### src/rtl/ctmr_pkg.sv
`timescale 1ns/1ps
package ctmr_pkg;

    // byte offsets of the registers
    localparam int unsigned OFF_LOAD   = 'h00;
    localparam int unsigned OFF_COUNT  = 'h04;
    localparam int unsigned OFF_CTRL   = 'h08;
    localparam int unsigned OFF_EOI    = 'h0C;
    localparam int unsigned OFF_STATUS = 'h10;

    // control word, bit 0 = enable, bit 1 = reload, bit 2 = mask
    typedef struct packed {
        logic irq_mask;
        logic reload;
        logic enable;
    } ctrl_t;

    localparam int unsigned CTRL_W = $bits(ctrl_t);

    // decoded bus access with side effects
    typedef struct packed {
        logic load_wr;
        logic ctrl_wr;
        logic eoi_rd;
    } bus_dec_t;

    function automatic logic off_hit(input logic [31:0] addr, input int unsigned off);
        return addr == off[31:0];
    endfunction

    // a rising enable restarts the counter from the load value
    function automatic logic starts(input ctrl_t cur, input ctrl_t nxt);
        return nxt.enable && !cur.enable;
    endfunction

endpackage

### src/rtl/ctmr_regs.sv
`timescale 1ns/1ps
module ctmr_regs
    import ctmr_pkg::*;
#(
    parameter int unsigned DATA_W = 32,
    parameter int unsigned ADDR_W = 5
) (
    input  logic              clk,
    input  logic              rst,
    input  logic              bus_sel,
    input  logic              bus_we,
    input  logic [ADDR_W-1:0] bus_addr,
    input  logic [DATA_W-1:0] bus_wdata,
    input  logic [DATA_W-1:0] cnt_i,
    input  logic              pending_i,
    output logic [DATA_W-1:0] rdata_o,
    output logic [DATA_W-1:0] load_o,
    output ctrl_t             ctrl_o,
    output logic              start_o,
    output logic              eoi_o
);

    localparam int unsigned PAD_W = (ADDR_W < 32) ? 32 - ADDR_W : 1;

    logic [31:0]       addr_ext;
    bus_dec_t          dec;
    logic [DATA_W-1:0] load_q;
    ctrl_t             ctrl_q;
    ctrl_t             ctrl_wr_val;

    generate
        if (ADDR_W < 32) begin : g_pad
            assign addr_ext = {{PAD_W{1'b0}}, bus_addr};
        end else begin : g_nopad
            assign addr_ext = bus_addr[31:0];
        end
    endgenerate

    always_comb begin
        dec.load_wr = bus_sel &&  bus_we && off_hit(addr_ext, OFF_LOAD);
        dec.ctrl_wr = bus_sel &&  bus_we && off_hit(addr_ext, OFF_CTRL);
        dec.eoi_rd  = bus_sel && !bus_we && off_hit(addr_ext, OFF_EOI);
    end

    assign ctrl_wr_val = ctrl_t'(bus_wdata[CTRL_W-1:0]);

    always_ff @(posedge clk) begin
        if (rst) begin
            load_q <= '0;
            ctrl_q <= '0;
        end else begin
            if (dec.load_wr) load_q <= bus_wdata;
            if (dec.ctrl_wr) ctrl_q <= ctrl_wr_val;
        end
    end

    assign start_o = dec.ctrl_wr && starts(ctrl_q, ctrl_wr_val);
    assign eoi_o   = dec.eoi_rd;
    assign load_o  = load_q;
    assign ctrl_o  = ctrl_q;

    always_comb begin
        rdata_o = '0;
        if (off_hit(addr_ext, OFF_LOAD))        rdata_o = load_q;
        else if (off_hit(addr_ext, OFF_COUNT))  rdata_o = cnt_i;
        else if (off_hit(addr_ext, OFF_CTRL))   rdata_o = DATA_W'(ctrl_q);
        else if (off_hit(addr_ext, OFF_STATUS)) rdata_o = DATA_W'(pending_i);
    end


    load_store_chk: assert property (@(posedge clk) disable iff (rst)
        dec.load_wr |=> load_q == $past(bus_wdata));


    ctrl_store_chk: assert property (@(posedge clk) disable iff (rst)
        dec.ctrl_wr |=> ctrl_q == $past(ctrl_wr_val));

endmodule

### src/rtl/ctmr_counter.sv
`timescale 1ns/1ps
module ctmr_counter #(
    parameter int unsigned DATA_W = 32
) (
    input  logic              clk,
    input  logic              rst,
    input  logic              enable_i,
    input  logic              reload_i,
    input  logic              start_i,
    input  logic              tick_i,
    input  logic [DATA_W-1:0] load_i,
    output logic [DATA_W-1:0] cnt_o,
    output logic              expire_o
);

    localparam logic [DATA_W-1:0] WRAP_VAL = '1;

    typedef enum logic [1:0] {
        ST_HOLD,
        ST_START,
        ST_STEP,
        ST_END
    } step_e;

    logic [DATA_W-1:0] cnt_q;
    logic [DATA_W-1:0] cnt_d;
    logic              at_zero;
    step_e             act;

    assign at_zero = (cnt_q == '0);

    always_comb begin
        if (start_i)                          act = ST_START;
        else if (enable_i && tick_i && at_zero) act = ST_END;
        else if (enable_i && tick_i)          act = ST_STEP;
        else                                  act = ST_HOLD;
    end

    always_comb begin
        unique case (act)
            ST_START: cnt_d = load_i;
            ST_STEP:  cnt_d = cnt_q - 1'b1;
            ST_END:   cnt_d = reload_i ? load_i : WRAP_VAL;
            default:  cnt_d = cnt_q;
        endcase
    end

    always_ff @(posedge clk) begin
        if (rst) cnt_q <= '0;
        else     cnt_q <= cnt_d;
    end

    assign cnt_o    = cnt_q;
    assign expire_o = (act == ST_END);


    start_load_chk: assert property (@(posedge clk) disable iff (rst)
        start_i |=> cnt_q == $past(load_i));


    step_down_chk: assert property (@(posedge clk) disable iff (rst)
        (enable_i && tick_i && !start_i && cnt_q != '0) |=> cnt_q == $past(cnt_q) - 1'b1);


    idle_hold_chk: assert property (@(posedge clk) disable iff (rst)
        (!enable_i && !start_i) |=> $stable(cnt_q));


    reload_val_chk: assert property (@(posedge clk) disable iff (rst)
        (expire_o && reload_i) |=> cnt_q == $past(load_i));


    wrap_val_chk: assert property (@(posedge clk) disable iff (rst)
        (expire_o && !reload_i) |=> cnt_q == WRAP_VAL);

endmodule

### src/rtl/ctmr_irq.sv
`timescale 1ns/1ps
module ctmr_irq (
    input  logic clk,
    input  logic rst,
    input  logic expire_i,
    input  logic mask_i,
    input  logic eoi_i,
    output logic pending_o,
    output logic irq_o
);

    logic pend_q;
    logic set_ev;

    assign set_ev = expire_i && !mask_i;

    always_ff @(posedge clk) begin
        if (rst)         pend_q <= 1'b0;
        else if (set_ev) pend_q <= 1'b1;
        else if (eoi_i)  pend_q <= 1'b0;
    end

    assign pending_o = pend_q;
    assign irq_o     = pend_q && !mask_i;


    set_wins_chk: assert property (@(posedge clk) disable iff (rst)
        (expire_i && !mask_i) |=> pend_q);


    eoi_clear_chk: assert property (@(posedge clk) disable iff (rst)
        (eoi_i && !(expire_i && !mask_i)) |=> !pend_q);


    masked_keep_chk: assert property (@(posedge clk) disable iff (rst)
        (expire_i && mask_i && !eoi_i) |=> $stable(pend_q));


    no_spurious_chk: assert property (@(posedge clk) disable iff (rst)
        (!expire_i && !pend_q) |=> !pend_q);

endmodule

### src/rtl/countdown_timer.sv
`timescale 1ns/1ps
module countdown_timer
    import ctmr_pkg::*;
#(
    parameter int unsigned DATA_W = 32,
    parameter int unsigned ADDR_W = 5
) (
    input  logic              clk,
    input  logic              rst,
    input  logic              bus_sel,
    input  logic              bus_we,
    input  logic [ADDR_W-1:0] bus_addr,
    input  logic [DATA_W-1:0] bus_wdata,
    output logic [DATA_W-1:0] bus_rdata,
    input  logic              tick_en,
    output logic              irq
);

    logic [DATA_W-1:0] load_w;
    logic [DATA_W-1:0] cnt_w;
    ctrl_t             ctrl_w;
    logic              start_w;
    logic              eoi_w;
    logic              expire_w;
    logic              pending_w;

    ctmr_regs #(
        .DATA_W (DATA_W),
        .ADDR_W (ADDR_W)
    ) u_regs (
        .clk       (clk),
        .rst       (rst),
        .bus_sel   (bus_sel),
        .bus_we    (bus_we),
        .bus_addr  (bus_addr),
        .bus_wdata (bus_wdata),
        .cnt_i     (cnt_w),
        .pending_i (pending_w),
        .rdata_o   (bus_rdata),
        .load_o    (load_w),
        .ctrl_o    (ctrl_w),
        .start_o   (start_w),
        .eoi_o     (eoi_w)
    );

    ctmr_counter #(
        .DATA_W (DATA_W)
    ) u_counter (
        .clk      (clk),
        .rst      (rst),
        .enable_i (ctrl_w.enable),
        .reload_i (ctrl_w.reload),
        .start_i  (start_w),
        .tick_i   (tick_en),
        .load_i   (load_w),
        .cnt_o    (cnt_w),
        .expire_o (expire_w)
    );

    ctmr_irq u_irq (
        .clk       (clk),
        .rst       (rst),
        .expire_i  (expire_w),
        .mask_i    (ctrl_w.irq_mask),
        .eoi_i     (eoi_w),
        .pending_o (pending_w),
        .irq_o     (irq)
    );


    reset_quiet_chk: assert property (@(posedge clk)
        rst |=> (!irq && cnt_w == '0));

endmodule

### config.mk
export PLATFORM = sky130hd
export DESIGN_NAME = countdown_timer
export DESIGN_NICKNAME = d
export VERILOG_FILES = /design/src/rtl/ctmr_pkg.sv /design/src/rtl/ctmr_regs.sv /design/src/rtl/ctmr_counter.sv /design/src/rtl/ctmr_irq.sv /design/src/rtl/countdown_timer.sv
export SDC_FILE = /design/constraint.sdc
export NUM_CORES = 1
export LEC_CHECK = 0
export CORE_ASPECT_RATIO = 0.75
export CORE_MARGIN = 2
export CORE_UTILIZATION = 38
export DETAILED_ROUTE_END_ITERATION = 12
export DONT_BUFFER_PORTS = 1
export HOLD_SLACK_MARGIN = 0.06
export PLACE_DENSITY_LB_ADDON = 0.05
export SLEW_MARGIN = 25
export SYNTH_ARGS = -nofsm -noshare
export SYNTH_HDL_FRONTEND = slang
export SYNTH_SLANG_ARGS = --single-unit
export TNS_END_PERCENT = 5
### constraint.sdc
create_clock -name clk -period 2.5 [get_ports clk]
set_clock_uncertainty 0.1 [all_clocks]
set_input_delay 0.25 -clock clk [delete_from_list [all_inputs] [get_ports clk]]
set_output_delay 0.25 -clock clk [all_outputs]
set_load 0.02 [all_outputs]
==> metrics.md <==
| Metric | Value |
|---|---|
| Total power | `2.68 mW` |
| Final nets | `580` |
| Rel. slew slack | `60.4%` |
| Hold crit path type | `input pin to flip-flop` |
| Most common flop cell mapped by yosys | `dfxtp_1` |
| Synthesized Nets | `536` |
| Antenna Cells | `0` |
| DR pass1 iterations | `5` |
| Final setup margin | `0.117 ns` |
| Outcome | `finished clean` |
| Slowest CP cell | `or4_1` |
| Yosys cell types | `50` |
| Finished Cell Area | `4930 µm²` |
| Max rail drop VDD | `0.000311 V` |
| Worst setup startpoint | `u_counter.cnt_o[12]` |
| Row Count | `32` |
| Critical path type | `flip-flop to flip-flop` |
| CTS tree | `yes` |
| Syn Inst Count | `492` |
| Final hold violation count | `0` |
| Iter 0 DRT Violations | `256` |
| I/O pin count | `75` |
| Pwr dens | `544 nW/µm²` |
| Setup-failing EPs final | `0` |
| Fmax | `0.420 GHz` |
| Clk slew on worst S/H paths | `0.06 ns` |
| Global-route wire length before repair | `19400 µm` |
| Pin count of the biggest net entering global routing | `55` |
| CTS Buffer Depth | `2` |
| Max Cap Viol | `0` |
| Core area | `10200 µm²` |
| R2r setup slk | `0.12 ns` |
| Area after DPL | `4240 µm²` |
| Slew Viols, Final | `0` |
| Seq/Total Area, Yosys | `34.8%` |
| Commonest non-fill, non-tap cell in the layout | `nand2_1` |
| CTS Sinks | `68` |
| DR vias | `3822` |
| Total GRT Usage | `21.9%` |
| FF-to-FF End | `u_irq.pending_o` |
| WP data required | `2.67 ns` |
| Fillers | `1044` |
| Synthesized area | `3910 µm²` |
| Static Leak | `1.81 nW` |
| Synthesized flop and latch total | `68` |
| Worst setup path endpoint | `u_irq.pending_o` |
| Asr flop ratio synth | `0%` |
| HPWL Detailed | `8350 µm` |
| Overflow after GRT | `0` |
| Fraction of layout cells with a size suffix above 1 | `15.5%` |
| Synth-to-layout area growth | `26.0%` |
| FF-to-FF Start | `u_counter.cnt_o[12]` |
| Worst EP arrival | `2.56 ns` |
| Full die area | `11100 µm²` |
| EDFF count, synth | `0` |
| CTS H-tree lvls | `3` |
| Post-CTS Setup Inserts | `0` |
| CTS Root Cell | `clkbuf_16` |
| Ranking of synthesized cells by area | `dfxtp_1, nand2_1, a22o_1` |
| Synth warn | `0` |
| DRT antenna net count | `0` |
| Initial core utilization | `38.5%` |
| RSZ-0062 raised after global routing | `yes` |
| Remaining DRCs | `0` |
| Critical path startpoint category | `flip-flop` |
| Routed length per instance | `17.4 µm` |
| Worst slack, placed | `0.0886 ns` |
| Worst Setup End Kind | `flip-flop` |
| Final WL | `11800 µm` |
| GPL Wtd Cong | `0.834` |
| CTS Buf Count | `9` |
| Yosys top cell area share | `34.8%` |
| CP max FO | `10` |
| Syn_area_per_cell | `7.95 µm²` |
| Vias in the first global route | `3616` |
| FF-to-FF path depth | `6` |
| Die Wd | `121 µm` |
| Most used cell, CP | `or4_1` |
| Fin util | `48.5%` |
| Die height | `91.9 µm` |
| Synth area leader | `dfxtp_1` |
| CP max stage delay | `0.61 ns` |
| IO Port Bufs | `0` |
| Period utilisation layout | `95.3%` |
| Worst-path cell chain | `or3_1, or4_1, buf_4, or4_1, o21ai_0, and2_1` |
| Final worst path period need | `2.38 ns` |
| Commonest cells after routing, fill and taps aside | `nand2_1, dfxtp_1, a21oi_1` |
| Worst skew pair latency | `0.33 ns` |
| Vias per cell | `5.65` |
| Initial antenna violation count | `0` |
| Worst-Margin Slew | `0.591 ns` |
[worst min-delay path by stage]
stage                         to  depth (start not counted)     startpoint  slack, ns
3_3_place_gp   u_regs.load_o[12]                          1            rst       0.23
5_1_grt          u_irq.pending_o                          4        bus_sel       0.16
2_1_floorplan  u_regs.load_o[24]                          2  bus_wdata[24]       0.29
4_1_cts          u_irq.pending_o                          4        bus_sel       0.14
3_5_place_dp   u_regs.load_o[15]                          1            rst       0.23
6_report         u_irq.pending_o                          4        bus_sel       0.16
[layer usage]
metal | vias to the layer above | wire length (µm) | global-route usage (%)
met5 | - | 0 | 0
met4 | 0 | 118 | 5.17
met3 | 8 | 676 | 5.29
met2 | 107 | 4910 | 32.7
met1 | 1797 | 6050 | 31.6
li1 | 1910 | - | -
[state kept, by name (all words and copies together) (netlist names)]
name,flops
u_counter.cnt_o,32
u_regs.load_o,32
u_regs.ctrl_o,3
u_irq.pending_o,1
[final cells by class]
class | count | area, µm² | area share (%)
clock buffer | 10 | 239 | 4.85
clock inverter | 6 | 87.6 | 1.78
tap | 136 | 170 | 3.45
sequential | 68 | 1360 | 27.6
multi-input combinational | 372 | 2350 | 47.8
inverter | 7 | 26.3 | 0.533
timing repair buffer | 78 | 689 | 14.0
[cell usage after synthesis, types with 7 or more instances]
cell type,number
a211oi_1,8
a21oi_1,47
a22o_1,29
clkbuf_1,36
dfxtp_1,68
inv_1,7
mux2i_1,11
nand2_1,75
nand3_1,7
nor2_1,22
nor3_1,37
nor4_1,15
o21ai_0,16
o31ai_1,8
xnor2_1,12
[cells by family (layout without fill, tap and decap cells)]
kind of cell	after synthesis	in the layout	synth area share (%)
AOI/OAI and AO/OA	141	141	25.5
buffers and inverters	52	101	5.82
xor gates and xnor gates	17	17	3.81
DFF	68	68	34.8
and+or+nand+nor	200	200	26.3
adders and majority gates	2	2	0.640
muxes	12	12	3.10
[worst max-delay path, delay by kind of cell (launching register included)]
family                 cells  cell delay, ns
AOI/OAI and AO/OA          1            0.19
buffers and inverters      1            0.20
DFF                        1            0.30
and+or+nand+nor            4            1.53
[metrics by stage]
stage	instances	hold WS [ns]	setup TNS, ns
CTS	677	0.137	0
finish	677	0.155	0
global placement	628	0.226	0
floorplan	492	0.286	0
global route	677	0.156	-0.00514
detailed placement	628	0.228	0
[power breakdown]
part	switching, mW	internal (mW)
clock	0.487	0.898
sequential	0.00583	1.09
combinational	0.103	0.0979
[repair_timing]
action / in CTS / in global routing
setup endpoints to repair: 0 / 5
hold endpoints to repair: 54 / 0
resized for setup: 0 / 5
hold buffers: 33 / 0
(Power assumes the default switching activity.)
